[src/rtl/hilb_pkg.sv]
package hilb_pkg;

    // Register stages from input capture to output register.
    localparam int HILB_STAGES = 4;

    // Number of folded (antisymmetric, nonzero) tap pairs.
    function automatic int hilb_pair_count(input int ntaps);
        return (ntaps + 1) / 4;
    endfunction

    // Index of the centre tap, which is also the in-phase delay.
    function automatic int hilb_centre(input int ntaps);
        return (ntaps - 1) / 2;
    endfunction

endpackage

[src/rtl/hilb_delay_line.sv]
module hilb_delay_line #(
    parameter int DATA_W = 16,
    parameter int NTAPS  = 11
) (
    input  logic                         clk,
    input  logic                         rst,
    input  logic                         in_vld,
    input  logic [DATA_W-1:0]            in_data,
    output logic                         line_vld,
    output logic [NTAPS-1:0][DATA_W-1:0] line
);

    typedef struct packed {
        logic [NTAPS-1:0][DATA_W-1:0] taps;
        logic                         vld;
    } dl_state_t;

    dl_state_t st_d, st_q;

    // The history moves only when a sample is strobed in.
    always_comb begin
        st_d     = st_q;
        st_d.vld = in_vld;
        if (in_vld) begin
            for (int k = NTAPS - 1; k > 0; k--) begin
                st_d.taps[k] = st_q.taps[k-1];
            end
            st_d.taps[0] = in_data;
        end
    end

    always_ff @(posedge clk) begin
        if (rst) begin
            st_q <= '0;
        end else begin
            st_q <= st_d;
        end
    end

    assign line_vld = st_q.vld;
    assign line     = st_q.taps;

endmodule

[src/rtl/hilb_presub.sv]
module hilb_presub #(
    parameter int DATA_W = 16,
    parameter int NTAPS  = 11
) (
    input  logic                                          clk,
    input  logic                                          rst,
    input  logic                                          line_vld,
    input  logic [NTAPS-1:0][DATA_W-1:0]                  line,
    output logic                                          pair_vld,
    output logic [hilb_pkg::hilb_pair_count(NTAPS)-1:0][DATA_W:0] pair_diff,
    output logic [DATA_W-1:0]                             pair_mid
);

    import hilb_pkg::*;

    localparam int NPAIR = hilb_pair_count(NTAPS);
    localparam int CTR   = hilb_centre(NTAPS);

    typedef struct packed {
        logic [NPAIR-1:0][DATA_W:0] diff;
        logic [DATA_W-1:0]          mid;
        logic                       vld;
    } ps_state_t;

    ps_state_t                  st_d, st_q;
    logic [NPAIR-1:0][DATA_W:0] diff_w;
    logic                       unused_taps;

    // Fold each antisymmetric pair: newer even tap minus its mirror.
    for (genvar j = 0; j < NPAIR; j++) begin : g_fold
        localparam int NEAR = 2 * j;
        localparam int FAR  = NTAPS - 1 - 2 * j;
        assign diff_w[j] = $signed({line[NEAR][DATA_W-1], line[NEAR]})
                         - $signed({line[FAR][DATA_W-1], line[FAR]});
    end

    // Odd-index taps carry zero weight; only the centre one is reused.
    assign unused_taps = ^line;

    always_comb begin
        st_d     = st_q;
        st_d.vld = line_vld;
        if (line_vld) begin
            st_d.diff = diff_w;
            st_d.mid  = line[CTR];
        end
    end

    always_ff @(posedge clk) begin
        if (rst) begin
            st_q <= '0;
        end else begin
            st_q <= st_d;
        end
    end

    assign pair_vld  = st_q.vld;
    assign pair_diff = st_q.diff;
    assign pair_mid  = st_q.mid;

endmodule

[src/rtl/hilb_mac.sv]
module hilb_mac #(
    parameter int DATA_W = 16,
    parameter int COEF_W = 16,
    parameter int NTAPS  = 11,
    parameter logic signed [COEF_W-1:0] COEFS [NTAPS] = '{NTAPS{'0}}
) (
    input  logic                                                  clk,
    input  logic                                                  rst,
    input  logic                                                  pair_vld,
    input  logic [hilb_pkg::hilb_pair_count(NTAPS)-1:0][DATA_W:0] pair_diff,
    input  logic [DATA_W-1:0]                                     pair_mid,
    output logic                                                  out_vld,
    output logic [DATA_W-1:0]                                     out_i,
    output logic [DATA_W-1:0]                                     out_q
);

    import hilb_pkg::*;

    localparam int NPAIR  = hilb_pair_count(NTAPS);
    localparam int FRAC   = COEF_W - 1;
    localparam int PROD_W = DATA_W + 1 + COEF_W;
    localparam int ACC_W  = PROD_W + $clog2(NPAIR) + 1;

    localparam logic signed [ACC_W-1:0] RND_ADD = ACC_W'(64'sd1 <<< (FRAC - 1));
    localparam logic signed [ACC_W-1:0] OUT_MAX = ACC_W'((64'sd1 <<< (DATA_W - 1)) - 64'sd1);
    localparam logic signed [ACC_W-1:0] OUT_MIN = ACC_W'(-(64'sd1 <<< (DATA_W - 1)));

    typedef struct packed {
        logic [NPAIR-1:0][PROD_W-1:0] prod;
        logic [DATA_W-1:0]            p_mid;
        logic                         p_vld;
        logic [DATA_W-1:0]            o_i;
        logic [DATA_W-1:0]            o_q;
        logic                         o_vld;
    } mac_state_t;

    mac_state_t                   st_d, st_q;
    logic [NPAIR-1:0][PROD_W-1:0] prod_w;
    logic signed [ACC_W-1:0]      acc;
    logic signed [ACC_W-1:0]      rnd;
    logic signed [ACC_W-1:0]      shf;
    logic [DATA_W-1:0]            q_sat;

    // One multiplier per folded pair, weight taken from the even tap.
    for (genvar j = 0; j < NPAIR; j++) begin : g_mul
        localparam logic signed [COEF_W-1:0] CF = COEFS[2*j];
        assign prod_w[j] = PROD_W'($signed(pair_diff[j])) * PROD_W'(CF);
    end

    always_comb begin
        st_d       = st_q;

        // Stage: register products.
        st_d.p_vld = pair_vld;
        if (pair_vld) begin
            st_d.prod  = prod_w;
            st_d.p_mid = pair_mid;
        end

        // Stage: full-width sum, round half up, clamp.
        acc = '0;
        for (int j = 0; j < NPAIR; j++) begin
            acc = acc + ACC_W'($signed(st_q.prod[j]));
        end
        rnd = acc + RND_ADD;
        shf = rnd >>> FRAC;
        if (shf > OUT_MAX) begin
            q_sat = OUT_MAX[DATA_W-1:0];
        end else if (shf < OUT_MIN) begin
            q_sat = OUT_MIN[DATA_W-1:0];
        end else begin
            q_sat = shf[DATA_W-1:0];
        end

        st_d.o_vld = st_q.p_vld;
        if (st_q.p_vld) begin
            st_d.o_i = st_q.p_mid;
            st_d.o_q = q_sat;
        end
    end

    always_ff @(posedge clk) begin
        if (rst) begin
            st_q <= '0;
        end else begin
            st_q <= st_d;
        end
    end

    assign out_vld = st_q.o_vld;
    assign out_i   = st_q.o_i;
    assign out_q   = st_q.o_q;

endmodule

[src/rtl/hilbert_fir.sv]
module hilbert_fir #(
    parameter int DATA_W = 16,
    parameter int COEF_W = 16,
    parameter int NTAPS  = 11,
    parameter logic signed [COEF_W-1:0] COEFS [NTAPS] = '{
        -16'sd4172,  16'sd0, -16'sd6954, 16'sd0, -16'sd20861, 16'sd0,
         16'sd20861, 16'sd0,  16'sd6954, 16'sd0,  16'sd4172
    }
) (
    input  logic              clk,
    input  logic              rst,
    input  logic              in_vld,
    input  logic [DATA_W-1:0] in_data,
    output logic              out_vld,
    output logic [DATA_W-1:0] out_i,
    output logic [DATA_W-1:0] out_q
);

    import hilb_pkg::*;

    localparam int NPAIR   = hilb_pair_count(NTAPS);
    localparam int LATENCY = HILB_STAGES;

    // Structure guard: odd tap count with an odd half-length.
    if ((NTAPS % 4) != 3) begin : g_bad_taps
        $error("hilbert_fir: NTAPS must satisfy NTAPS mod 4 == 3");
    end

    logic                         line_vld;
    logic [NTAPS-1:0][DATA_W-1:0] line;
    logic                         pair_vld;
    logic [NPAIR-1:0][DATA_W:0]   pair_diff;
    logic [DATA_W-1:0]            pair_mid;

    hilb_delay_line #(
        .DATA_W (DATA_W),
        .NTAPS  (NTAPS)
    ) dl_i (
        .clk      (clk),
        .rst      (rst),
        .in_vld   (in_vld),
        .in_data  (in_data),
        .line_vld (line_vld),
        .line     (line)
    );

    hilb_presub #(
        .DATA_W (DATA_W),
        .NTAPS  (NTAPS)
    ) ps_i (
        .clk       (clk),
        .rst       (rst),
        .line_vld  (line_vld),
        .line      (line),
        .pair_vld  (pair_vld),
        .pair_diff (pair_diff),
        .pair_mid  (pair_mid)
    );

    hilb_mac #(
        .DATA_W (DATA_W),
        .COEF_W (COEF_W),
        .NTAPS  (NTAPS),
        .COEFS  (COEFS)
    ) mac_i (
        .clk       (clk),
        .rst       (rst),
        .pair_vld  (pair_vld),
        .pair_diff (pair_diff),
        .pair_mid  (pair_mid),
        .out_vld   (out_vld),
        .out_i     (out_i),
        .out_q     (out_q)
    );

endmodule

[config.mk]
export PLATFORM = sky130hd
export DESIGN_NAME = hilbert_fir
export DESIGN_NICKNAME = d
export VERILOG_FILES = /design/src/rtl/hilb_pkg.sv /design/src/rtl/hilb_delay_line.sv /design/src/rtl/hilb_presub.sv /design/src/rtl/hilb_mac.sv /design/src/rtl/hilbert_fir.sv
export SDC_FILE = /design/constraint.sdc
export NUM_CORES = 2
export LEC_CHECK = 0
export BUFFER_PORTS_ARGS = -buffer_cell sky130_fd_sc_hd__buf_2
export CAP_MARGIN = 30
export CORE_ASPECT_RATIO = 1.4
export CORE_UTILIZATION = 56
export CTS_CLUSTER_DIAMETER = 30
export DETAILED_ROUTE_END_ITERATION = 8
export HOLD_SLACK_MARGIN = 0.08
export PLACE_DENSITY_LB_ADDON = 0.1
export SYNTH_ARGS = -nofsm -noshare
export SYNTH_HDL_FRONTEND = slang
export SYNTH_HIERARCHICAL = 1
export SYNTH_SLANG_ARGS = --single-unit
[constraint.sdc]
create_clock -name clk -period 6.1 [get_ports clk]
set_clock_uncertainty 0.05 [all_clocks]
set_input_delay 0.305 -clock clk [delete_from_list [all_inputs] [get_ports clk]]
set_output_delay 0.305 -clock clk [all_outputs]
set_load 0.02 [all_outputs]
==> metrics.md <==
| Metric | Value |
|---|---|
| CTS clk-pin slew, worst paths | `about 60 ps` |
| Pin count of the biggest net entering global routing | `between 200 and 250` |
| FMAX | `0.169 GHz` |
| Nets | `4548` |
| Number of buffers created by CTS | `between 70 and 80` |
| Die span in y | `~290 microns` |
| Top cells by count, synth | `inv_1 (718), ha_1 (493), nor2_1 (405)` |
| Setup Viol. Count Final | `0` |
| Final hold vios | `0` |
| GRT overflow | `0` |
| Row count | `between 100 and 150` |
| CTS sink count | `about 390` |
| Worst setup EP type | `register` |
| CP startpoint kind | `register` |
| Slowest CP cell | `fa_1` |
| Vias | `24100` |
| N_diodes | `0` |
| Pwr dens | `between 300 and 400 nW/um^2` |
| #FFs+latches synth | `just under 400` |
| Port Buffer Count | `51` |
| Mapped Cells | `3645` |
| Critical path arrival | `roughly 6400 ps` |
| Full die area | `between 60000 and 70000 sq um` |
| Slew @ Worst Pin | `~940 ps` |
| Max Cap Viol | `0` |
| Clock tree buffer depth | `3` |
| Hold_ws | `between 200 and 300 ps` |
| DR iter-0 viols | `around 1000` |
| Area leader, netlist | `dfxtp_1` |
| Share of the yosys chip area belonging to registers | `22.7%` |
| Async SR Flop Fraction | `0%` |
| Avg WL per Cell | `roughly 18 microns` |
| Hold Crit Depth | `3` |
| Largest stage delay on the critical path | `around 540 ps` |
| Tot GR Track Use | `around 28%` |
| Vias in the first global route | `~26000` |
| Routability congestion estimate | `roughly 0.89` |
| Number of enable flip-flop cells after synthesis | `0` |
| Warnings, synthesis | `6` |
| Worst Path Required | `between 6000 and 7000 ps` |
| CP Class | `register to register` |
| Outcome | `complete, no violations` |
| CTS root buffer | `clkbuf_16` |
| Pleak | `around 19 nW` |
| Area delta synth->final | `11.5%` |
| Final Cycle Share | `between 90% and 100%` |
| First drt pass iteration count | `5` |
| Via density | `around 5.2` |
| Most frequent cell after synthesis | `inv_1` |
| Reg2Reg Depth | `20` |
| Share of layout cells above drive strength 1 | `between 8 and 9%` |
| Initial antenna violation count | `0` |
| Detail Placement HPWL | `67.9 mm` |
| Synth top area share | `22.7%` |
| CTS tree | `done` |
| IO Pins | `52` |
| Post-synth design cell area | `roughly 34000 sq um` |
| Post-route minimum period | `5930 ps` |
| Syn nets | `4472` |
| Drt drc | `0` |
| Syn_area_per_cell | `between 9 and 10 sq um` |
| Crit-path cells | `buf_4, ha_1, fa_1, fa_1, fa_1, fa_1, inv_1, fa_1, inv_1, ha_1, a21o_1, a21oi_2, o31a_1, o21ai_2, a21o_1, a31o_1, o41a_1, a221oi_2, mux2i_1, a21oi_1` |
| Die W | `around 210 microns` |
| Max VDD drop | `between 0.0003 and 0.0004 V` |
| H-tree Lvls | `3` |
| RSZ-0062 raised after global routing | `true` |
| Final WL | `83.8 mm` |
| Ys flop type | `dfxtp_1` |
| Critical path fanouts, max | `5` |
| Clk Latency, worst-skew pair | `640 ps` |
| Hold Crit Class | `input pin to register` |
| Final ANT Viol Nets | `0` |
| Core box area | `~60000 sq um` |
| Starting density of the core | `56.9%` |
| Most area-consuming cells after synthesis | `dfxtp_1 (23%), fa_1 (19%), ha_1 (18%)` |
| Most frequent cell on the critical path | `fa_1` |
| Max-slew violation count | `0` |
| Worst slew margin | `a little under two fifths` |
| Tot Pwr | `12.2 mW` |
| Yosys cell types | `between 80 and 90` |
| Global-route wire length before repair | `roughly 130 mm` |
[final timing paths]
path	start	endpoint	slack [ps]
max	ps_i/pair_diff[37]	mac_i/st_q[148]	170
min	in_vld	dl_i/line[58]	280
max reg2reg	ps_i/pair_diff[37]	mac_i/st_q[148]	170
min reg2reg	mac_i/out_q[15]	mac_i/out_q[15]	420
[per-stage QoR]
| stage | instances | util [%] | area, sq um | setup WS [ps] | setup TNS, ps |
|---|---|---|---|---|---|
| finish | 4593 | 63.4 | 38000 | 168 | 0 |
| CTS | 4592 | 63.2 | 37900 | 20.8 | 0 |
| global route | 4593 | 63.4 | 38000 | -69.0 | -85.9 |
| global placement | 4435 | 58.5 | 35100 | -9.88 | -9.88 |
| floorplan | 3645 | - | 34100 | 24.0 | 0 |
| detailed placement | 4436 | 58.5 | 35100 | -102 | -102 |
[area by class of cell]
class,count,area [sq um]
clock buffer,93,1980
clock inverter,45,648
fill,5108,21900
inverter,719,2700
multi-input combinational,2403,22900
sequential,386,7760
tap,810,1010
timing repair buffer,137,992
[layout by cell type, fill, tap and decap left out, types with 49 or more instances in the layout]
cell / instances
a21o_1: 57
a21oi_1: 122
buf_2: 49
buf_4: 66
clkbuf_16: 74
dfxtp_1: 369
fa_1: 314
ha_1: 489
inv_1: 715
mux2i_1: 281
nand2_1: 132
nor2_1: 404
o21ai_0: 52
xnor2_1: 95
[worst max-delay path, delay by kind of cell, from the launching register on]
family	cells	cell delay (ps)
multiplexers	1	210
flip-flops	1	340
AO/OA/AOI/OAI	9	1690
adder cells (fa/ha/maj)	7	3220
buffers and inverters	3	230
[power breakdown]
group	leakage (nW)	total [mW]	internal (mW)	switching, mW
Combinational	14.6	5.25	2.21	3.04
Clock	1.25	4.23	2.71	1.51
Sequential	3.13	2.78	2.65	0.129
[kinds of logic after synthesis]
group                    count (synthesis)  share of synthesized area [%]
flip-flops                             386                           22.7
buffers and inverters                  856                           10.4
AO/OA/AOI/OAI                          462                           9.53
XOR/XNOR                               128                           3.29
adder cells (fa/ha/maj)                808                           36.6
AND/OR/NAND/NOR                        722                           9.24
multiplexers                           283                           8.32
[sequential cells by signal (all words and copies together) (netlist names)]
signal / flops
dl_i/line: 176
mac_i/st_q: 107
ps_i/pair_diff: 51
mac_i/out_i: 16
mac_i/out_q: 16
ps_i/pair_mid: 16
dl_i/line_vld: 1
mac_i/out_vld: 1
mac_i/st_d: 1
ps_i/pair_vld: 1
[repair_timing]
action | in CTS | in global routing
buffers inserted | 1 | 1
hold endpoints to repair | 58 | 0
gates resized for setup | 5 | 29
hold buffers | 17 | 0
endpoints found under the setup margin | 2 | 11
pin swaps | 5 | 19
[metal layers]
metal	global-route usage, %	routed length, microns
met1	32.9	35400
met2	49.7	42100
met3	3.51	2480
met4	13.1	3830
met5	0	0
Note: power is estimated with default switching activity, not from simulation.
